### config.mk
export PLATFORM = sky130hd
export DESIGN_NAME = wdog_supervisor
export DESIGN_NICKNAME = d
export VERILOG_FILES = /design/src/rtl/wdog_pkg.sv /design/src/rtl/wdog_period_sel.sv /design/src/rtl/wdog_irq_guard.sv /design/src/rtl/wdog_fail_flag.sv /design/src/rtl/wdog_supervisor.sv
export SDC_FILE = /design/constraint.sdc
export NUM_CORES = 1
export LEC_CHECK = 0
export BUFFER_PORTS_ARGS = -buffer_cell sky130_fd_sc_hd__buf_2
export CAP_MARGIN = 20
export CORE_ASPECT_RATIO = 0.75
export CORE_UTILIZATION = 45
export DETAILED_ROUTE_END_ITERATION = 16
export GPL_ROUTABILITY_DRIVEN = 0
export SLEW_MARGIN = 5
export SYNTH_ARGS = -nofsm -noshare
export SYNTH_HDL_FRONTEND = slang
export SYNTH_SLANG_ARGS = --single-unit
### constraint.sdc
create_clock -name clk -period 2.59 [get_ports clk]
set_clock_uncertainty 0.05 [all_clocks]
set_input_delay 0 -clock clk [delete_from_list [all_inputs] [get_ports clk]]
set_output_delay 0 -clock clk [all_outputs]
set_load 0.02 [all_outputs]
### src/rtl/wdog_pkg.sv
package wdog_pkg;

  typedef enum logic [1:0] {
    WD_INIT = 2'd0,
    WD_RUN  = 2'd1,
    WD_HOLD = 2'd2
  } wd_state_e;

  localparam logic [15:0] WD_UNLOCK = 16'h5A00;

  // refresh in the closed first half of a period
  function automatic logic wd_is_early(input int unsigned cnt, input int unsigned per);
    return cnt < (per >> 1);
  endfunction

  // last count of the two-period interrupt deadline
  function automatic int unsigned wd_irq_last(input int unsigned per);
    return (per << 1) - 1;
  endfunction

endpackage

### src/rtl/wdog_period_sel.sv
module wdog_period_sel #(
  parameter int CW   = 16,
  parameter int PER0 = 64,
  parameter int PER1 = 128,
  parameter int PER2 = 192,
  parameter int PER3 = 256
) (
  input  logic [1:0]    sel_i,
  output logic [CW-1:0] period_o
);
  localparam int NSEL = 4;
  localparam int PERS [NSEL] = '{PER0, PER1, PER2, PER3};

  logic [CW-1:0] tbl [NSEL];

  for (genvar g = 0; g < NSEL; g++) begin : g_tbl
    assign tbl[g] = CW'(PERS[g]);
  end

  assign period_o = tbl[sel_i];
endmodule

### src/rtl/wdog_irq_guard.sv
module wdog_irq_guard #(
  parameter int CW = 16
) (
  input  logic          clk,
  input  logic          rst_n,
  input  logic          en_i,
  input  logic          arm_ok_i,
  input  logic          irq_i,
  input  logic          ack_i,
  input  logic          debug_i,
  input  logic [CW-1:0] period_i,
  output logic          late_o
);
  import wdog_pkg::*;

  logic          pend;
  logic [CW:0]   pcnt;
  logic [CW:0]   lim;

  assign lim    = (CW+1)'(wd_irq_last(32'(period_i)));
  assign late_o = pend && en_i && (pcnt >= lim) && !ack_i && !debug_i;

  always_ff @(posedge clk or negedge rst_n) begin
    if (!rst_n) begin
      pend <= 1'b0;
      pcnt <= '0;
    end else if (!arm_ok_i || ack_i || !en_i) begin
      pend <= 1'b0;
      pcnt <= '0;
    end else if (pend) begin
      if (pcnt < lim) pcnt <= pcnt + 1'b1;
    end else if (irq_i) begin
      pend <= 1'b1;
      pcnt <= '0;
    end
  end
endmodule

### src/rtl/wdog_fail_flag.sv
module wdog_fail_flag (
  input  logic clk,
  input  logic rst_n,
  input  logic set_i,
  input  logic rd_i,
  output logic flag_o
);
  always_ff @(posedge clk or negedge rst_n) begin
    if (!rst_n)     flag_o <= 1'b0;
    else if (set_i) flag_o <= 1'b1;
    else if (rd_i)  flag_o <= 1'b0;
  end
endmodule

### src/rtl/wdog_supervisor.sv
module wdog_supervisor #(
  parameter int CW       = 16,
  parameter int INIT_CYC = 512,
  parameter int RST_CYC  = 4,
  parameter int PER0     = 64,
  parameter int PER1     = 128,
  parameter int PER2     = 192,
  parameter int PER3     = 256
) (
  input  logic        clk,
  input  logic        rst_n,
  input  logic        refresh_i,
  input  logic [15:0] refresh_word_i,
  input  logic        win_mode_i,
  input  logic [1:0]  per_sel_i,
  input  logic        irq_chk_en_i,
  input  logic        irq_i,
  input  logic        irq_ack_i,
  input  logic        debug_i,
  input  logic        flag_rd_i,
  output logic        rst_req_o,
  output logic        wd_fail_o
);
  import wdog_pkg::*;

  localparam logic [CW-1:0] INIT_LAST = CW'(INIT_CYC - 1);
  localparam logic [CW-1:0] RST_LAST  = CW'(RST_CYC - 1);

  wd_state_e     st;
  logic [CW-1:0] cnt;
  logic [CW-1:0] period;
  logic [CW-1:0] per_last;

  // named internal events
  logic in_init, in_run, key_ok;
  logic init_expired, early_refresh, missed_refresh, irq_late, fail_evt;

  wdog_period_sel #(
    .CW(CW), .PER0(PER0), .PER1(PER1), .PER2(PER2), .PER3(PER3)
  ) u_per (
    .sel_i    (per_sel_i),
    .period_o (period)
  );

  assign per_last       = period - CW'(1);
  assign in_init        = (st == WD_INIT);
  assign in_run         = (st == WD_RUN);
  assign key_ok         = refresh_i && (refresh_word_i == WD_UNLOCK);
  assign init_expired   = in_init && !key_ok && (cnt >= INIT_LAST);
  assign early_refresh  = in_run && refresh_i && win_mode_i && wd_is_early(32'(cnt), 32'(period));
  assign missed_refresh = in_run && !refresh_i && (cnt >= per_last);
  assign fail_evt       = !debug_i && (init_expired || early_refresh || missed_refresh || irq_late);

  wdog_irq_guard #(.CW(CW)) u_irq (
    .clk      (clk),
    .rst_n    (rst_n),
    .en_i     (irq_chk_en_i),
    .arm_ok_i (in_run && !fail_evt),
    .irq_i    (irq_i),
    .ack_i    (irq_ack_i),
    .debug_i  (debug_i),
    .period_i (period),
    .late_o   (irq_late)
  );

  wdog_fail_flag u_flag (
    .clk    (clk),
    .rst_n  (rst_n),
    .set_i  (fail_evt),
    .rd_i   (flag_rd_i),
    .flag_o (wd_fail_o)
  );

  always_ff @(posedge clk or negedge rst_n) begin
    if (!rst_n) begin
      st  <= WD_INIT;
      cnt <= '0;
    end else if (fail_evt) begin
      st  <= WD_HOLD;
      cnt <= '0;
    end else begin
      unique case (st)
        WD_HOLD: begin
          if (cnt >= RST_LAST) begin
            st  <= WD_INIT;
            cnt <= '0;
          end else begin
            cnt <= cnt + 1'b1;
          end
        end
        WD_INIT: begin
          if (key_ok) begin
            st  <= WD_RUN;
            cnt <= '0;
          end else if (cnt >= INIT_LAST) begin
            cnt <= '0;
          end else begin
            cnt <= cnt + 1'b1;
          end
        end
        WD_RUN: begin
          if (refresh_i || cnt >= per_last) cnt <= '0;
          else                              cnt <= cnt + 1'b1;
        end
        default: begin
          st  <= WD_INIT;
          cnt <= '0;
        end
      endcase
    end
  end

  assign rst_req_o = (st == WD_HOLD);

endmodule

==> run summary, run 1 <==
Synth-to-Final Area Change: 17.2%
Req. time, crit path: 2740 ps
Vias per std cell: 5.69
Initial antenna violation count: 0
Vias: 1825
Most common cell in the netlist: dfrtp_1
Cells after DPL: 311
Crit share post-route: 0.910
Antenna Cells: 0
Arrival time of the worst setup path: 2510 ps
Critical path class: register to register
Register Area: 926 µm²
HPWL Detailed: 3.45 mm
Crit path time final: 2360 ps
Max_cap viols: 0
Leakage power: 0.00108 µW
Status: completed
Slowest CP cell: dfrtp_1
Crit. End Element: register
Sequential area share after synthesis: 0.414
Cts bufs inserted: 5
First-pass GRT wire length: 8.53 mm
Largest cells by area after synthesis: dfrtp_1, ha_1, nor3_1, nor4_2, nand2_1
Filler cell count: 446
RSZ-0062 raised after global routing: no
Avg WL per Cell: 15.1 µm
Clk Latency, worst-skew pair: 290 ps
Reg clk slew, reported paths: 80 ps
Hold Vio Cnt, Final: 0
Die Footprint: 5260 µm²
Maximum clock rate: 424 MHz
Worst-path maximum fanout: 13
Asr flop ratio synth: 1.00
Hold Path Class: input pin to register
Critical path startpoint category: register
Crit path cell chain: ha_1 > a211oi_1 > nand3_1 > a211oi_2 > o32ai_4 > buf_4 > a211oi_1
Max Root-Sink Buffers: 2
Seq cells post-synth: 37
Synthesized instance count: 222
Global Route Usage Sum: 0.204
Num ports: 29
Ratio of cells with drive above 1 in the final layout: 0.242
Mapped Avg Cell Area: 10.1 µm²
Design Power: 1100 µW
DR pass1 iterations: 4
Die Y: 63.1 µm
Iteration-0 DRC Markers: 83
Remaining antenna violation count after routing: 0
Post-synth EDFFs: 0
Cell Pwr Density: 420 nW/µm²
Top cell type by total area after synthesis: dfrtp_1
Port buffer count: 28
Clk sink count: 37
Core Rows: 21
Multi-input gate area: 1280 µm²
Fin. max-slew vios: 0
Final cell count without fillers: 321
Worst vdd ir: 0.372 mV
Final Setup Violations: 0
Predominant post-synthesis flop cell: dfrtp_1
Core Region: 4620 µm²
Worst Max-Slew Pin Slew: 812 ps
H-tree levels: 2
CTS tree: yes
Mapped cell area: 2240 µm²
Die span in x: 83.4 µm
DR DRC count: 0
Final TNS setup: 0 ps
Initial Util: 0.484
Syn. warnings: 0
Unique masters post-synth: 48
Slew margin rel.: 0.459
Root buffer cell: clkbuf_8
Slowest Stage Delay on Critical Path: 440 ps
Most frequent CP cell: a211oi_1
Nets@finish: 302
Largest net degree at the start of global routing: 38
Synth top area share: 0.414
Worst hold margin: 25.1 ps
Placed instance area: 2510 µm²
Setup Buffers After CTS: 0
Final WL: 4.83 mm
Vias in the first global route: 1780
Overflow after GRT: 0
Most instantiated cells after synthesis: dfrtp_1, nand2_1, nor3_1, nand3_1, ha_1
Post-route cell area: 2620 µm²
power breakdown:
| part | switching (µW) | total (µW) | internal [µW] |
|---|---|---|---|
| clock | 226 | 417 | 191 |
| combinational | 57.2 | 95.0 | 37.8 |
| sequential | 4.79 | 590 | 585 |
cell usage in the layout (no fill, tap or decap), types with 7 or more instances in the layout:
master,Yosys,final
ha_1,12,12
buf_4,0,9
nand2_1,20,20
nand3_1,13,13
nor3_1,20,20
buf_2,1,28
nor4_2,8,8
nor4_1,7,7
inv_1,7,7
dfrtp_1,37,37
metrics by stage:
| stage | utilization | setup WS [ps] |
|---|---|---|
| floorplan | - | 486 |
| global placement | 0.542 | 136 |
| detailed placement | 0.542 | 68.3 |
| CTS | 0.566 | 111 |
| global route | 0.567 | 54.4 |
| finish | 0.567 | 234 |
per-layer routing:
layer  GRT usage  up-vias  routed length (µm)
li1            -      928                   -
met2       0.306       36                1930
met1       0.304      856                2670
met3      0.0446        5                 202
met5           0        -                   0
met4      0.0445        0                  36
flip-flops by register name, summed over array words and instances, names as in the netlist:
signal / count
cnt: 16
st: 2
u_flag.flag_o: 1
u_irq.pcnt: 17
u_irq.pend: 1
cell families (layout without fill, tap and decap cells):
logic type               after synthesis  in the layout  share of synthesized area
flip-flops                            37             37                      0.414
buffers and inverters                 17             54                     0.0324
other                                  1              6                    0.00168
AND/OR/NAND/NOR                      107            107                      0.310
AO/OA/AOI/OAI                         38             38                      0.136
adder cells (fa/ha/maj)               12             12                     0.0671
XOR/XNOR                              10             10                     0.0391
timing repair:
item / 4_1_cts / 5_1_grt
hold buffers: 2 / 0
setup endpoints to repair: 0 / 22
hold endpoints to repair: 38 / 0
resized for setup: 0 / 1
worst paths after layout:
| check | from | to | slack, ps | cells after the start |
|---|---|---|---|---|
| worst max-delay path | u_irq.pcnt[8] | u_irq.pcnt[0] | 230 | 7 |
| worst min-delay path | refresh_word_i[7] | st[0] | 30 | 4 |
| worst max register to register | u_irq.pcnt[8] | u_irq.pcnt[0] | 230 | 7 |
| worst min register to register | cnt[0] | cnt[0] | 420 | 1 |
| max in group asynchronous | rst_n | cnt[3] | 1700 | 2 |
| min in group asynchronous | rst_n | u_irq.pcnt[4] | 280 | 2 |
final cells by class:
type	instances	share of cell area
Multi-Input combinational cell	173	0.489
Sequential cell	37	0.353
Timing Repair Buffer	39	0.0868
Tap cell	57	0.0272
Clock buffer	5	0.0262
Inverter	7	0.0100
Clock inverter	3	0.00811
worst max-delay path, delay by kind of cell (launching register included):
kind | cells | cell delay [ps]
buf+inv | 1 | 250
fa+ha+maj | 1 | 360
flops | 1 | 440
simple gates | 1 | 150
compound gates | 4 | 1010
No activity file was read; power rests on OpenSTA's default activity.
==> run 2: changes to the inputs <==
- BUFFER_PORTS_ARGS: -buffer_cell sky130_fd_sc_hd__buf_2 -> default
- DONT_BUFFER_PORTS: default -> 1
==> run 2 against run 1 <==
  * Combinational power down 18%
  * Cell area down 3.1%
  * Register-to-register slack got worse by 30 ps
  * Flip-flop and latch count unchanged
  * Largest power group unchanged
  * Highest routed layer unchanged
==> run summary, run 2 (synthesis results as in run 1) <==
Status: completed
Most flop-heavy register: u_irq.pcnt
Num ports: 29
Core Rows: 21
Cells after DPL: 284
Max_cap viols: 0
Vias: 1824
CTS tree: yes
Ratio of cells with drive above 1 in the final layout: 0.149
Req. time, crit path: 2720 ps
Crit share post-route: 0.920
Reg power frac: 0.550
First-pass GRT wire length: 8.79 mm
HPWL Detailed: 3.44 mm
Post-route cell area: 2540 µm²
Nets@finish: 280
Final TNS setup: 0 ps
P_int: 806 µW
Antenna Cells: 0
Critical path class: register to register
Arrival time of the worst setup path: 2510 ps
Avg WL per Cell: 16.4 µm
Placed instance area: 2370 µm²
Worst-path maximum fanout: 11
Hold Path Class: input pin to register
Largest net degree at the start of global routing: 38
Cell Pwr Density: 424 nW/µm²
M2 GR Usage: 0.317
Final Setup Violations: 0
DR pass1 iterations: 4
Core Region: 4620 µm²
Clk sink count: 37
Sw Share: 0.252
GRT met1 Usage: 0.300
Clk Latency, worst-skew pair: 290 ps
Reg clk slew, reported paths: 80 ps
Final cell count without fillers: 299
Vias per std cell: 6.10
Final WL: 4.91 mm
Pre-CTS setup slack: 224 ps
Synth-to-Final Area Change: 13.6%
Die span in x: 83.4 µm
Die Footprint: 5260 µm²
Logic pwr share: 0.072
Largest register FFs: 17
Leakage power: 0.000991 µW
H-tree levels: 2
Worst vdd ir: 0.287 mV
Hold Vio Cnt, Final: 0
Commonest non-fill, non-tap cell in the layout: dfrtp_1
Most frequent cells in the layout: dfrtp_1, nor3_1, nand2_1
Final worst-path setup slack: 206 ps
Initial antenna violation count: 0
Crit. End Element: register
Filler cell count: 414
Root buffer cell: clkbuf_8
Busiest layer in global routing: met2
Overflow after GRT: 0
Iteration-0 DRC Markers: 129
Critical path startpoint category: register
Cts bufs inserted: 5
Max Root-Sink Buffers: 2
Die Y: 63.1 µm
Global Route Usage Sum: 0.210
Remaining antenna violation count after routing: 0
Fin. max-slew vios: 0
RSZ-0062 raised after global routing: no
Vias in the first global route: 1861
Maximum clock rate: 419 MHz
Top flop regs: u_irq.pcnt x17, cnt x16, st x2
Initial Util: 0.484
Design Power: 1080 µW
DR DRC count: 0
NetSw: 272 µW
Port buffer count: 0
Crit path time final: 2380 ps
Share of total power in the clock network: 0.379
Post-cts sizing count: 0
GR Util met3: 0.0550
run 2: cell count changes in the layout (fill, tap and decap cells not counted), sizes merged:
cell         change
clkinvlp         +1
clkbuf           +1
buf             -26
dlygate4sd3      +4
inv              -1
clkinv           -1
run 2: worst paths after layout:
path	from	endpoint	slack [ps]	cells past startpoint
setup / recovery	u_irq.pcnt[8]	u_flag.flag_o	210	7
hold / removal	debug_i	st[0]	90	2
setup reg to reg	u_irq.pcnt[8]	u_flag.flag_o	210	7
hold reg to reg	cnt[0]	cnt[0]	440	1
max in group asynchronous	rst_n	u_irq.pcnt[14]	2190	2
min in group asynchronous	rst_n	u_irq.pcnt[4]	110	2
run 2: cell type report:
class,instances,area (µm²),area share
inverters,7,26.3,0.0103
clock inverters,2,15.0,0.00591
multi-input cells,173,1280,0.502
clock buffers,6,72.6,0.0285
well taps,57,71.3,0.0281
flip-flops and latches,37,926,0.364
repair buffers,17,155,0.0610
run 2: timing repair:
item | 4_1_cts | 5_1_grt
endpoints found under the hold margin | 48 | 0
buffers inserted | 0 | 0
hold buffers | 7 | 0
run 2: power by group through the flow:
stage | sequential [µW] | combinational (µW) | clock, µW
final | 592 | 77.5 | 408
after global routing | 593 | 88.4 | 456
after CTS | 592 | 78.7 | 423
after detailed placement | 604 | 56.0 | 0
after global placement | 603 | 55.2 | 0
after floorplan | 602 | 44.2 | 0
run 2: worst max-delay path, stage by stage (launching register included):
cell	delay (ps)
dfrtp_1	410
ha_1	350
a211oi_1	280
nand3_1	140
a211oi_1	370
o32ai_4	160
buf_4	230
a211o_1	270
run 2: per-layer routing:
layer | up-vias | wire (µm)
li1 | 882 | -
met1 | 859 | 2390
met2 | 74 | 2110
met3 | 9 | 366
met4 | 0 | 54
met5 | - | 0
run 2: through the flow:
stage               hold WS [ps]   util
floorplan                   -346      -
global placement            -345  0.514
detailed placement          -345  0.514
CTS                         77.0  0.550
global route                82.9  0.550
finish                      91.8  0.550
==> run 3: changes to the inputs <==
- ABC_AREA: default -> 1
- BUFFER_PORTS_ARGS: default -> -buffer_cell sky130_fd_sc_hd__buf_2
- CORE_MARGIN: default -> 1.5
- DONT_BUFFER_PORTS: 1 -> default
==> run 3 against run 2 <==
  * Cell area fell by 0.84%
  * Sequential power rose by 5.7%
  * Hold slack got worse by 77 ps
  * First-iteration DRC count rose by 28%
  * Synthesized area fell by 1.3%
  * Total power rose by 16%
  * Critical path depth rose by 3
  * Utilization fell by 0.15 points
  * Combinational power rose to 3.0 times the previous value
  * Largest power group unchanged
  * Largest cell class unchanged
==> run summary, run 3 <==
Cell Pwr Density: 497 nW/µm²
Iteration-0 DRC Markers: 165
Nets@finish: 364
DR pass1 iterations: 4
Req. time, crit path: 2710 ps
Avg WL per Cell: 11.4 µm
Crit-path leading delay family: simple AND/OR/NAND/NOR gates
Mapped cell area: 2210 µm²
Die Y: 63.7 µm
Asr flop ratio synth: 1.00
Most frequent cells in the layout: nand2_1, nor2_1, inv_1, dfrtp_1, buf_2
Crit share post-route: 0.736
Largest cells by area after synthesis: dfrtp_1, nand2_1, nor2_1, ha_1, inv_1
Clk Latency, worst-skew pair: 290 ps
Layout Utilization: 0.548
Sequential area share after synthesis: 0.420
Critical path buffer and inverter count: 0
Synth-to-Final Area Change: 14.2%
Worst-path maximum fanout: 18
Num ports: 29
Commonest non-fill, non-tap cell in the layout: nand2_1
Largest net degree at the start of global routing: 38
Crit path time final: 1910 ps
Initial antenna violation count: 0
Vias in the first global route: 1686
Top flop regs: u_irq.pcnt x17, cnt x16, st x2
Core Region: 4600 µm²
HPWL Detailed: 3.29 mm
First-pass GRT wire length: 7.77 mm
Critical path class: register to register
Most common cell in the netlist: nand2_1
Worst Max-Slew Pin Slew: 821 ps
R2R Setup Slk: 680 ps
Remaining antenna violation count after routing: 0
Fin. max-slew vios: 0
Reg power frac: 0.499
Synth top area share: 0.420
Global Route Usage Sum: 0.183
Reg clk slew, reported paths: 80 ps
Top cell type by total area after synthesis: dfrtp_1
P_int: 871 µW
Final Setup Violations: 0
Hold Path Class: input pin to register
Port buffer count: 28
Slowest Stage Delay on Critical Path: 390 ps
Worst vdd ir: 0.319 mV
Crit path cell chain: ha_1 > nand3_1 > nor3_2 > nand3b_1 > nand2_1 > nand2_1 > nand2_2 > nand2_4 > nand2_4 > nor2_1
Slowest CP cell: dfrtp_1
Die Footprint: 5340 µm²
Vias per std cell: 4.62
Ratio of cells with drive above 1 in the final layout: 0.193
Final WL: 4.36 mm
H-tree levels: 2
Overflow after GRT: 0
Seq cells post-synth: 37
Most instantiated cells after synthesis: nand2_1, nor2_1, dfrtp_1, inv_1, nand3_1
Largest register FFs: 17
Die span in x: 83.9 µm
Antenna Cells: 0
Arrival time of the worst setup path: 2020 ps
Clk sink count: 37
Most flop-heavy register: u_irq.pcnt
Logic pwr share: 0.185
Status: completed
DR DRC count: 0
CTS tree: yes
Hold Vio Cnt, Final: 0
Maximum clock rate: 525 MHz
Max Root-Sink Buffers: 2
Max_cap viols: 0
Synthesized instance count: 285
Cts bufs inserted: 5
Unique masters post-synth: 28
Setup Buffers After CTS: 0
Post-synth EDFFs: 0
Initial Util: 0.480
Post-route cell area: 2520 µm²
Worst hold margin: 14.9 ps
Predominant post-synthesis flop cell: dfrtp_1
Vias: 1771
Crit. End Element: register
Sw Share: 0.306
Slew margin rel.: 0.452
Syn. warnings: 0
Leakage power: 0.00119 µW
Root buffer cell: clkbuf_8
Placed instance area: 2400 µm²
Core Rows: 21
NetSw: 383 µW
Final TNS setup: 0 ps
Critical path startpoint category: register
Share of total power in the clock network: 0.316
Mapped Avg Cell Area: 7.74 µm²
RSZ-0062 raised after global routing: no
## run 3: per-stage QoR
step           cells  total power, µW  setup slack, ps
6_report         383             1250              685
5_1_grt          383             1340              475
4_1_cts          383             1270              688
3_5_place_dp     372              865              608
3_3_place_gp     372              866              694
2_1_floorplan    290              793              828
## run 3: worst min-delay path, delay by kind of cell
kind,cells,cell delay [ps]
buffers and inverters,2,150
and+or+nand+nor,2,160
## run 3: what timing repair did
action	4_1_cts	5_1_grt
hold buffers	3	0
resized for setup	0	0
endpoints found under the hold margin	39	0
## run 3: cells by family (layout without fill, tap and decap cells)
logic type,count (synthesis),after routing,share of synthesized area
flops,37,37,0.420
buf+inv,42,78,0.0816
compound gates,16,16,0.0385
other cells,1,6,0.00170
simple gates,166,166,0.347
xor+xnor,11,11,0.0436
fa+ha+maj,12,12,0.0680
## run 3: final cells by class
cell class              instances  area [µm²]
clock buffers                   6        72.6
well taps                      57        71.3
inverters                      39         146
clock inverters                 2        15.0
repair buffers                 31         170
fillers                       448        2080
multi-input cells             211        1120
flip-flops and latches         37         926
## run 3: worst paths after layout
kind | endpoint | from | cells past startpoint
max | u_irq.pcnt[2] | u_irq.pcnt[0] | 10
min | st[1] | debug_i | 4
max reg2reg | u_irq.pcnt[2] | u_irq.pcnt[0] | 10
min reg2reg | cnt[0] | cnt[0] | 1
max in group asynchronous | u_irq.pcnt[8] | rst_n | 2
min in group asynchronous | u_irq.pcnt[10] | rst_n | 2
## run 3: power groups by stage
stage,Clock (µW),Sequential (µW),Combinational (µW)
after floorplan,0,640,153
after global routing,441,630,267
final,397,626,232
after detailed placement,0,636,230
after CTS,409,625,234
after global placement,0,637,230
## run 3: metal layers
metal | part of all wire | global-route usage | vias up
met2 | 0.37 | 0.243 | 51
met5 | 0 | 0 | -
met1 | 0.57 | 0.291 | 761
met3 | 0.059 | 0.0393 | 2
met4 | 0.0053 | 0.0553 | 0
li1 | - | - | 957
